$ cat config.mk
export PLATFORM = sky130hd
export DESIGN_NAME = pkt_payload_ser
export DESIGN_NICKNAME = d
export VERILOG_FILES = /design/src/rtl/pps_pkg.sv /design/src/rtl/pps_addr_gen.sv /design/src/rtl/pps_len_ctr.sv /design/src/rtl/pps_bit_sel.sv /design/src/rtl/pkt_payload_ser.sv
export SDC_FILE = /design/constraint.sdc
export NUM_CORES = 1
export LEC_CHECK = 0
export ABC_AREA = 1
export BUFFER_PORTS_ARGS = -buffer_cell sky130_fd_sc_hd__buf_2
export CORE_UTILIZATION = 35
export CTS_CLUSTER_SIZE = 8
export DETAILED_ROUTE_END_ITERATION = 8
export GPL_ROUTABILITY_DRIVEN = 0
export PLACE_DENSITY = 0.65
export SLEW_MARGIN = 0
export SYNTH_ARGS = -nofsm -noshare
export SYNTH_HDL_FRONTEND = slang
export SYNTH_SLANG_ARGS = --single-unit
export TNS_END_PERCENT = 5
$ cat constraint.sdc
create_clock -name clk -period 1.9 [get_ports clk]
set_input_delay 0.19 -clock clk [delete_from_list [all_inputs] [get_ports clk]]
set_output_delay 0.19 -clock clk [all_outputs]
set_load 0.005 [all_outputs]
$ cat src/rtl/pps_pkg.sv
package pps_pkg;
   typedef enum logic [1:0] {
      ST_IDLE  = 2'd0,
      ST_RD0   = 2'd1,
      ST_WT0   = 2'd2,
      ST_SHIFT = 2'd3
   } pps_state_e;
endpackage

$ cat src/rtl/pps_addr_gen.sv
module pps_addr_gen #(
   parameter int DEPTH = 256,
   parameter int AW    = 8
) (
   input  logic          clk,
   input  logic          rst_n,
   input  logic          load_i,
   input  logic [AW-1:0] base_i,
   input  logic          inc_i,
   output logic [AW-1:0] addr_o
);
   logic [AW-1:0] addr_q;
   logic [AW-1:0] addr_nxt;

   generate
      if ((DEPTH & (DEPTH - 1)) == 0) begin : g_pow2
         assign addr_nxt = addr_q + AW'(1);
      end else begin : g_mod
         assign addr_nxt = (addr_q == AW'(DEPTH - 1)) ? '0 : addr_q + AW'(1);
      end
   endgenerate

   always_ff @(posedge clk or negedge rst_n) begin
      if (!rst_n)      addr_q <= '0;
      else if (load_i) addr_q <= base_i;
      else if (inc_i)  addr_q <= addr_nxt;
   end

   assign addr_o = addr_q;
endmodule

$ cat src/rtl/pps_len_ctr.sv
module pps_len_ctr #(
   parameter int LEN_W = 8
) (
   input  logic             clk,
   input  logic             rst_n,
   input  logic             load_i,
   input  logic [LEN_W-1:0] val_i,
   input  logic             dec_i,
   output logic [LEN_W-1:0] cnt_o,
   output logic             zero_o
);
   logic [LEN_W-1:0] cnt_q;

   always_ff @(posedge clk or negedge rst_n) begin
      if (!rst_n)      cnt_q <= '0;
      else if (load_i) cnt_q <= val_i;
      else if (dec_i)  cnt_q <= cnt_q - LEN_W'(1);
   end

   assign cnt_o  = cnt_q;
   assign zero_o = (cnt_q == '0);
endmodule

$ cat src/rtl/pps_bit_sel.sv
module pps_bit_sel (
   input  logic [7:0] byte_i,
   input  logic [2:0] idx_i,
   input  logic       lsb_first_i,
   output logic       bit_o
);
   always_comb begin
      if (lsb_first_i) bit_o = byte_i[idx_i];
      else             bit_o = byte_i[3'd7 - idx_i];
   end
endmodule

$ cat src/rtl/pkt_payload_ser.sv
module pkt_payload_ser #(
   parameter int MEM_DEPTH = 256,
   parameter int LEN_W     = 8,
   localparam int AW       = (MEM_DEPTH > 1) ? $clog2(MEM_DEPTH) : 1
) (
   input  logic             clk,
   input  logic             rst_n,
   input  logic             start_i,
   input  logic             var_len_i,
   input  logic             lsb_first_i,
   input  logic [AW-1:0]    base_addr_i,
   input  logic [LEN_W-1:0] max_len_i,
   output logic             mem_rd_o,
   output logic [AW-1:0]    mem_addr_o,
   input  logic [7:0]       mem_data_i,
   input  logic             bit_stb_i,
   output logic             bit_o,
   output logic             bit_vld_o,
   output logic             done_o
);
   import pps_pkg::*;

   generate
      if (MEM_DEPTH < 2) begin : g_bad_depth
         $error("pkt_payload_ser: MEM_DEPTH must be at least 2");
      end
      if (LEN_W < 8) begin : g_bad_len
         $error("pkt_payload_ser: LEN_W must hold a full length byte");
      end
   endgenerate

   pps_state_e       state_q;
   logic             cfg_var_q;
   logic             cfg_lsb_q;
   logic [LEN_W-1:0] cfg_len_q;
   logic [7:0]       sh_q;
   logic [7:0]       nxt_q;
   logic             nxt_vld_q;
   logic             pend_q;
   logic [2:0]       idx_q;
   logic             done_q;

   logic [LEN_W-1:0] rem_cnt;
   logic             rem_zero;
   logic             start_go;
   logic             zero_fixed;
   logic             pf_rd;
   logic             rd_now;
   logic             shift_stb;
   logic             byte_end;
   logic             advance;
   logic             finish;
   logic [LEN_W-1:0] first_len;
   logic             first_zero;
   logic             len_load;

   assign start_go   = start_i && (state_q == ST_IDLE);
   assign zero_fixed = !var_len_i && (max_len_i == '0);
   assign pf_rd      = (state_q == ST_SHIFT) && !rem_zero && !nxt_vld_q && !pend_q;
   assign rd_now     = (state_q == ST_RD0) || pf_rd;
   assign shift_stb  = (state_q == ST_SHIFT) && bit_stb_i;
   assign byte_end   = shift_stb && (idx_q == 3'd7);
   assign advance    = byte_end && !rem_zero;
   assign finish     = byte_end && rem_zero;
   assign first_len  = cfg_var_q ? LEN_W'(mem_data_i) : cfg_len_q;
   assign first_zero = (first_len == '0);
   assign len_load   = (state_q == ST_WT0);

   pps_addr_gen #(.DEPTH(MEM_DEPTH), .AW(AW)) u_addr (
      .clk    (clk),
      .rst_n  (rst_n),
      .load_i (start_go),
      .base_i (base_addr_i),
      .inc_i  (rd_now),
      .addr_o (mem_addr_o)
   );

   pps_len_ctr #(.LEN_W(LEN_W)) u_len (
      .clk    (clk),
      .rst_n  (rst_n),
      .load_i (len_load),
      .val_i  (first_len - LEN_W'(1)),
      .dec_i  (advance),
      .cnt_o  (rem_cnt),
      .zero_o (rem_zero)
   );

   pps_bit_sel u_sel (
      .byte_i      (sh_q),
      .idx_i       (idx_q),
      .lsb_first_i (cfg_lsb_q),
      .bit_o       (bit_o)
   );

   always_ff @(posedge clk or negedge rst_n) begin
      if (!rst_n) begin
         state_q   <= ST_IDLE;
         cfg_var_q <= 1'b0;
         cfg_lsb_q <= 1'b0;
         cfg_len_q <= '0;
         sh_q      <= '0;
         nxt_q     <= '0;
         nxt_vld_q <= 1'b0;
         pend_q    <= 1'b0;
         idx_q     <= '0;
         done_q    <= 1'b0;
      end else begin
         done_q <= 1'b0;
         unique case (state_q)
            ST_IDLE: begin
               if (start_go) begin
                  cfg_var_q <= var_len_i;
                  cfg_lsb_q <= lsb_first_i;
                  cfg_len_q <= max_len_i;
                  if (zero_fixed) done_q  <= 1'b1;
                  else            state_q <= ST_RD0;
               end
            end
            ST_RD0: state_q <= ST_WT0;
            ST_WT0: begin
               if (first_zero) begin
                  done_q  <= 1'b1;
                  state_q <= ST_IDLE;
               end else begin
                  sh_q      <= mem_data_i;
                  idx_q     <= '0;
                  nxt_vld_q <= 1'b0;
                  pend_q    <= 1'b0;
                  state_q   <= ST_SHIFT;
               end
            end
            ST_SHIFT: begin
               if (pend_q) begin
                  nxt_q     <= mem_data_i;
                  nxt_vld_q <= 1'b1;
                  pend_q    <= 1'b0;
               end else if (pf_rd) begin
                  pend_q <= 1'b1;
               end
               if (shift_stb) idx_q <= idx_q + 3'd1;
               if (advance) begin
                  sh_q      <= nxt_q;
                  nxt_vld_q <= 1'b0;
               end
               if (finish) begin
                  done_q  <= 1'b1;
                  state_q <= ST_IDLE;
               end
            end
            default: state_q <= ST_IDLE;
         endcase
      end
   end

   assign mem_rd_o  = rd_now;
   assign bit_vld_o = (state_q == ST_SHIFT);
   assign done_o    = done_q;
endmodule

==> summary.md, run 1 <==
| Metric | Value |
|---|---|
| Setup violators final | 0 |
| Die width | 94.8 microns |
| Placement Cell Area | 3330 sq um |
| Gr usage total | 17.0% |
| CP max stage delay | roughly 360 ps |
| Layout Cell Area excl Fill | 3460 sq um |
| Max Slew Vio Count | 0 |
| DRC Markers | 0 |
| Skew final | 7.42 ps |
| Pleak | between 1.5 and 2 nW |
| Post-synthesis cell area | 3020 sq um |
| Run status | finished, final reports clean |
| Final min period | around 1800 ps |
| IO Count | 42 |
| Ys Warns | 0 |
| Peak supply drop | 0.576 mV |
| DP HPWL | 5.33 mm |
| Later-pin clock latency in the skew report | 300 ps |
| DR pass1 iterations | 4 |
| Syn nets | 441 |
| Clock root cell | clkbuf_8 |
| Pwr Total | 5.68 mW |
| Clock sink count | 50 |
| Vias in the first global route | 2612 |
| Longest Clk Path Bufs | 2 |
| Crit path DAT | 1600 ps |
| Cts bufs inserted | 5 |
| Crit path required time | 1710 ps |
| Synth Flop Type | dfrtp_1 |
| Crit path cell chain | buf_4, clkinvlp_4, a21oi_1, o21ai_0, nand3_1, nand3_1, nand2_1, buf_2 |
| Setup crit start kind | register |
| Post-route ant nets | 0 |
| CTS tree | done |
| Die height | ~95 microns |
| Congestion Overflow GR | 0 |
| Final hold violations | 0 |
| DRT iter0 DRCs | between 100 and 150 |
| Net count, final | 485 |
| RSZ-0062 raised after global routing | yes |
| Core Region | 8300 sq um |
| Crit path max-delay cell type | dfrtp_1 |
| Mean Syn Cell Area | 7.41 sq um |
| DIE AREA | approximately 9000 sq um |
| Average vias per placed instance | 4.80 |
| CTS clk-pin slew, worst paths | 90 ps |
| H-tree depth | 2 |
| Max-Cap Viols | 0 |
| Worst slew margin | between 60% and 70% |
| PortBufs | 41 |
| Layout cells sized above 1 | between 20 and 25% |
| Sequential share of the synthesized area | 41.5% |
| Crit Path Class | reg2out |
| Peak Freq | between 0.5 and 0.6 GHz |
| Final worst path period share | 94.4% |
| Drt total wl | 6.84 mm |
| Vias | 2672 |
| Mapped Cells | 407 |
| Wire per inst | 12.3 microns |
| Synth-to-layout area growth | 14.6% |
| Synth Register Bits | 50 |
| Asr flop ratio synth | 100% |
| First-pass GRT wire length | 11.9 mm |
| Post-synth EDFFs | 0 |
| Cell mode on critical path | nand3_1 |
| Crit. End Element | output port |
| Worst Max-Slew Pin Slew | 489 ps |
| Cell variety after synth | 37 |
| Number of diodes | 0 |
| Starting density of the core | between 30 and 40% |
| Antenna violations before repair | 0 |
| Placement Rows | 33 |
| Critical-path maximum fanout | 10 |
| Worst min path class | in2reg |
| Power density over cell area | 1640 nW/um^2 |
| Largest net degree at the start of global routing | 34 |
-- path summary, 6_finish.rpt --
kind / from / end / slack [ps] / depth (start not counted)
max reg2reg: cfg_var_q / u_len.cnt_o[2] / 140 / 9
min reg2reg: cfg_len_q[7] / cfg_len_q[7] / 490 / 2
max in group asynchronous: rst_n / cfg_var_q / 990 / 3
min in group asynchronous: rst_n / sh_q[6] / 360 / 2
max: idx_q[0] / bit_o / 110 / 8
min: max_len_i[1] / cfg_len_q[1] / 80 / 3
-- synthesized netlist by cell type, types with 3 or more instances --
library cell | number | area (sq um)
a21oi_1 | 10 | 50.1
buf_2 | 7 | 35.0
dfrtp_1 | 50 | 1250
ha_1 | 4 | 50.1
inv_1 | 33 | 124
inv_2 | 6 | 22.5
nand2_1 | 158 | 593
nand2_2 | 8 | 50.1
nand2_4 | 8 | 90.1
nand3_1 | 28 | 140
nand3b_1 | 3 | 22.5
nand4_1 | 7 | 43.8
nor2_1 | 15 | 56.3
nor2_4 | 3 | 33.8
o21ai_0 | 20 | 100
o21ai_1 | 18 | 90.1
o21ai_2 | 5 | 43.8
-- power by group --
| group | internal [mW] | switching, mW |
|---|---|---|
| clock | 0.388 | 0.362 |
| combinational | 1.13 | 1.89 |
| sequential | 1.55 | 0.365 |
-- routing by layer --
metal  GRT usage (%)  routed length, microns
met1            22.1                    3270
met2            28.1                    3230
met3            2.90                     222
met4            6.31                     116
met5               0                       0
-- timing repair --
item	in CTS	in global routing
hold buffers	1	0
setup endpoints to repair	0	3
buffers inserted	0	0
endpoints found under the hold margin	17	0
resized for setup	0	2
-- flip-flops by register name, indices dropped and copies added (netlist names) --
register,cells
cfg_len_q,8
cfg_lsb_q,1
cfg_var_q,1
done_o,1
idx_q,3
nxt_q,8
nxt_vld_q,1
pend_q,1
sh_q,8
state_q,2
u_addr.addr_o,8
u_len.cnt_o,8
-- cells by family after synthesis --
logic type | count (synthesis) | share of synthesized area [%]
buf+inv | 53 | 7.96
fa+ha+maj | 4 | 1.66
flops | 50 | 41.5
xor+xnor | 2 | 0.581
compound gates | 59 | 10.9
simple gates | 239 | 37.4
-- placed cells by master, fill, tap and decap left out, types with 3 or more instances in the layout --
cell,n
nor2_1,15
o21ai_1,18
nand2_4,8
buf_2,41
ha_1,4
buf_4,6
nand3_1,28
clkbuf_8,5
a21oi_1,10
o21ai_2,5
nand4_1,7
nand2_2,8
inv_1,33
inv_2,6
nand2_1,158
nor2_4,3
o21ai_0,20
nand3b_1,3
dfrtp_1,49
-- worst max-delay path: cells and delay by family, from the launching register on --
family,cells,cell delay (ps)
buf+inv,3,450
flops,1,360
simple gates,3,220
compound gates,2,280
-- layout make-up --
| type | count | area [sq um] |
|---|---|---|
| clock buffers | 5 | 68.8 |
| clock inverters | 3 | 40.0 |
| fillers | 876 | 4840 |
| inverters | 41 | 160 |
| multi-input cells | 304 | 1530 |
| flip-flops and latches | 50 | 1250 |
| well taps | 105 | 131 |
| repair buffers | 49 | 280 |
-- stage by stage --
step / setup slack (ps) / utilization (%) / TNS, ps / hold slack, ps / instances
3_5_place_dp: 127 / 40.2 / 0 / 175 / 548
3_3_place_gp: 198 / 40.2 / 0 / 177 / 548
6_report: 106 / 41.7 / 0 / 84.5 / 557
2_1_floorplan: 197 / - / 0 / -106 / 407
4_1_cts: 28.1 / 41.6 / 0 / 78.4 / 557
5_1_grt: -21.1 / 41.7 / -21.1 / 92.4 / 557
No activity file was read; power rests on OpenSTA's default activity.
==> inputs of run 2 (changes only) <==
REMOVE_ABC_BUFFERS = 1   (was not set)
==> summary.md, run 2 (synthesized netlist as in run 1, its figures left out) <==
| Metric | Value |
|---|---|
| Run status | finished, final reports clean |
| Max-Cap Viols | 0 |
| Synth-to-layout area growth | 15.0% |
| Crit. End Element | output port |
| Peak Freq | 0.555 GHz |
| Worst Max-Slew Pin Slew | 582 ps |
| Pwr Total | 5.72 mW |
| Crit path DAT | 1610 ps |
| Largest net degree at the start of global routing | 29 |
| Top delay family on crit path | buffers and inverters |
| Peak supply drop | 0.674 mV |
| Skew final | 6.85 ps |
| Most frequent cells in the layout | nand2_1 (158), dfrtp_1 (49), buf_2 (41) |
| Antenna violations before repair | 0 |
| Final min period | 1800 ps |
| Top Layer Used | met4 |
| Met1 WL | 3.34 mm |
| Cts bufs inserted | 5 |
| Starting density of the core | 36.3% |
| DRC Markers | 0 |
| Average vias per placed instance | 4.73 |
| Setup TNS | 0 ps |
| Most common cell after layout, fill and taps aside | nand2_1 |
| CP Buf/Inv Count | 3 |
| Clock sink count | 50 |
| Longest Clk Path Bufs | 2 |
| Vias in the first global route | 2467 |
| CTS clk-pin slew, worst paths | 100 ps |
| IO Count | 42 |
| Die height | around 95 microns |
| Final worst path period share | a little over nine tenths |
| Crit Path Class | reg2out |
| Drt total wl | 6.81 mm |
| Pleak | ~1.8 nW |
| CTS tree | done |
| DR pass1 iterations | 4 |
| Gr usage total | 16.5% |
| RSZ-0062 raised after global routing | yes |
| Crit path max-delay cell type | dfrtp_1 |
| DRT iter0 DRCs | 114 |
| Post-Place Cells | 548 |
| Wire per inst | 12.2 microns |
| Worst min path class | in2reg |
| Max Slew Vio Count | 0 |
| DP HPWL | 5.30 mm |
| Congestion Overflow GR | 0 |
| Vias | 2633 |
| Post-route setup slack | ~99 ps |
| Fin Hold WS | 90.4 ps |
| Net count, final | 485 |
| Crit path cell chain | buf_4, clkinvlp_4, a21oi_1, o21ai_0, nand3_1, nand3_1, nand2_1, buf_2 |
| Setup violators final | 0 |
| DIE AREA | 8990 sq um |
| CP max stage delay | 370 ps |
| Core Region | 8300 sq um |
| Final hold violations | 0 |
| Post-route ant nets | 0 |
| Setup crit start kind | register |
| Clock root cell | clkbuf_8 |
| Layout Cell Area excl Fill | approximately 3500 sq um |
| Placement Cell Area | 3330 sq um |
| Final core occ | about two fifths |
| Worst slew margin | 61.2% |
| Later-pin clock latency in the skew report | 300 ps |
| Critical-path maximum fanout | 10 |
| Layout cells sized above 1 | 21.9% |
| Power density over cell area | between 1500 and 2000 nW/um^2 |
| First-pass GRT wire length | 11.5 mm |
| Met2 wire len | about 3.1 mm |
| Number of diodes | 0 |
| Crit path required time | 1710 ps |
| H-tree depth | 2 |
| Fillers | approximately 840 |
| DR WL met3 | roughly 260 microns |
| Cell mode on critical path | nand3_1 |
| Place WS | 133 ps |
| Placement Rows | 33 |
| Final non-filler cell total | about 560 |
| PortBufs | 41 |
| Die width | 94.8 microns |
-- run 2: power by group --
group	switching, mW	leakage (nW)	internal (mW)
registers	0.374	0.621	1.55
clock network	0.367	0.0585	0.395
logic	1.90	1.12	1.13
total	2.64	1.80	3.08
-- run 2: area by class of cell --
| cell class | count | area [sq um] | area share (%) |
|---|---|---|---|
| Sequential cell | 50 | 1250 | 36.1 |
| Clock inverter | 3 | 43.8 | 1.26 |
| Clock buffer | 5 | 68.8 | 1.98 |
| Multi-Input combinational cell | 304 | 1530 | 44.2 |
| Timing Repair Buffer | 49 | 280 | 8.08 |
| Tap cell | 105 | 131 | 3.79 |
| Inverter | 41 | 160 | 4.62 |
-- run 2: timing repair --
action                     in CTS  in global routing
hold buffers                    1                  0
resized for setup               0                  4
hold endpoints to repair       22                  0
buffers inserted                0                  0
setup endpoints to repair       0                 12
-- run 2: metal layers --
metal | track usage (%) | up-vias
met2 | 25.8 | 49
met3 | 3.14 | 11
met4 | 5.30 | 0
li1 | - | 1387
met5 | 0 | -
met1 | 23.0 | 1186
-- run 2: worst paths after layout --
kind | startpoint | to | slack (ps) | depth (start not counted)
max in group asynchronous | rst_n | cfg_var_q | 920 | 3
min reg2reg | u_len.cnt_o[5] | u_len.cnt_o[5] | 490 | 2
max reg2reg | cfg_var_q | u_len.cnt_o[2] | 180 | 9
min | max_len_i[7] | cfg_len_q[7] | 90 | 3
max | idx_q[0] | bit_o | 100 | 8
min in group asynchronous | rst_n | sh_q[6] | 410 | 2
-- run 2: tightest hold or removal path, cell delays in order --
cell,delay [ps]
buf_2,90
nand2_1,50
nand2_1,40
==> inputs of run 3 (changes only) <==
CTS_BUF_LIST = sky130_fd_sc_hd__clkbuf_2   (was not set)
==> summary.md, run 3 (synthesized netlist as in run 1, its figures left out) <==
| Metric | Value |
|---|---|
| Net count, final | between 500 and 600 |
| Congestion Overflow GR | 0 |
| Worst slew margin | 61.1% |
| RSZ-0062 raised after global routing | yes |
| Peak supply drop | 0.664 mV |
| DP HPWL | about 5.3 mm |
| Comb power frac | 55.7% |
| Reg power frac | between 30% and 40% |
| Antenna violations before repair | 0 |
| CP max stage delay | 470 ps |
| Setup crit start kind | register |
| Vias | between 2000 and 3000 |
| Run status | finished, final reports clean |
| Gr usage total | 17.1% |
| Post-route setup slack | approximately 41 ps |
| Worst Max-Slew Pin Slew | 584 ps |
| Final worst path period share | 97.9% |
| DIE AREA | 8990 sq um |
| Crit path cell chain | buf_6, inv_8, a21oi_1, o21ai_1, nand3_1, nand3_1, nand2_1, buf_2 |
| PortBufs | around 40 |
| Setup violators final | 0 |
| Largest net degree at the start of global routing | 29 |
| Crit path DAT | roughly 1700 ps |
| Crit path required time | approximately 1700 ps |
| Die width | 94.8 microns |
| Crit Path Class | reg2out |
| Core Region | 8300 sq um |
| DRC Markers | 0 |
| Power density over cell area | 1540 nW/um^2 |
| Sw frac | 47.2% |
| Most common cell after layout, fill and taps aside | nand2_1 |
| Pwr Total | 5.67 mW |
| Cts bufs inserted | 5 |
| Cell mode on critical path | nand3_1 |
| CTS tree | done |
| Worst min path class | in2reg |
| Most frequent cells in the layout | nand2_1 (158), dfrtp_1 (48), buf_2 (42) |
| Critical-path maximum fanout | 10 |
| Switching Power | 2.68 mW |
| Reg2Reg Setup Slack | 170 ps |
| Die height | 94.8 microns |
| Skew final | 22.8 ps |
| CTS clk-pin slew, worst paths | 270 ps |
| Crit path max-delay cell type | dfrtp_1 |
| DRT iter0 DRCs | 89 |
| Drt total wl | 7.07 mm |
| Final core occ | 44.4% |
| H-tree depth | 2 |
| Crit. End Element | output port |
| Internal power | roughly 3 mW |
| Wire per inst | 12.2 microns |
| Final hold violations | 0 |
| Post-route ant nets | 0 |
| Number of diodes | 0 |
| Place WS | 133 ps |
| Max Slew Vio Count | 0 |
| Clock sink count | 50 |
| Placement Rows | 33 |
| Average vias per placed instance | 4.69 |
| DR pass1 iterations | 4 |
| Starting density of the core | 36.3% |
| Vias in the first global route | about 2600 |
| Clock root cell | clkbuf_2 |
| IO Count | 42 |
| Max-Cap Viols | 0 |
| Later-pin clock latency in the skew report | 450 ps |
| Final min period | 1860 ps |
| Clock power share | 10.3% |
| Pleak | 1.89 nW |
| Peak Freq | about 0.54 GHz |
| Longest Clk Path Bufs | 2 |
| Layout cells sized above 1 | 22.6% |
| First-pass GRT wire length | between 10 and 15 mm |
| Synth-to-layout area growth | 22.0% |
## run 3: cell type report
class / count / area [sq um]
Clock buffer: 5 / 25.0
Clock inverter: 3 / 43.8
Multi-Input combinational cell: 304 / 1540
Timing Repair Buffer: 74 / 519
Sequential cell: 50 / 1250
Fill cell: 836 / 4620
Tap cell: 105 / 131
Inverter: 41 / 164
## run 3: worst max-delay path, delay by kind of cell (launching register included)
family / cells / cell delay, ps
buf+inv: 3 / 340
simple gates: 3 / 270
flops: 1 / 470
compound gates: 2 / 140
## run 3: metal layers
layer / part of all wire [%] / global-route usage [%] / routed length [microns] / up-vias
li1: - / - / - / 1443
met4: 2.0 / 5.93 / 140 / 0
met5: 0 / 0 / 0 / -
met3: 3.7 / 3.14 / 259 / 13
met1: 48 / 22.8 / 3380 / 1223
met2: 47 / 27.6 / 3300 / 50
## run 3: power groups by stage
| stage | combinational [mW] | sequential (mW) | clock [mW] |
|---|---|---|---|
| 2_1_floorplan | 2.26 | 1.86 | 0 |
| 3_3_place_gp | 2.95 | 1.92 | 0 |
| 3_5_place_dp | 3.03 | 1.94 | 0 |
| 4_1_cts | 3.11 | 1.91 | 0.612 |
| 5_1_grt | 3.60 | 1.98 | 0.656 |
| 6_report | 3.16 | 1.93 | 0.583 |
## run 3: final timing paths
check	endpoint	start	cells after the start
setup / recovery	bit_o	idx_q[0]	8
hold / removal	nxt_q[0]	mem_data_i[0]	3
setup reg to reg	u_len.cnt_o[4]	idx_q[0]	10
hold reg to reg	u_len.cnt_o[5]	u_len.cnt_o[5]	2
max in group asynchronous	cfg_var_q	rst_n	3
min in group asynchronous	sh_q[6]	rst_n	2
## run 3: what timing repair did
| action | CTS | global route |
|---|---|---|
| hold endpoints to repair | 40 | 2 |
| pin swaps | 1 | 3 |
| gates resized for setup | 4 | 15 |
| hold buffers | 19 | 2 |
| cloned | 0 | 1 |
| setup buffers | 2 | 2 |
| endpoints found under the setup margin | 2 | 4 |
## run 3: stage by stage
| step | instance area [sq um] | setup TNS [ps] | instances | hold WS (ps) |
|---|---|---|---|---|
| final | 3680 | 0 | 582 | 3.20 |
| after detailed placement | 3330 | 0 | 548 | 228 |
| after global routing | 3680 | -285 | 582 | 6.12 |
| after floorplan | 2930 | 0 | 395 | -106 |
| after global placement | 3330 | 0 | 548 | 221 |
| after CTS | 3620 | 0 | 577 | 2.89 |
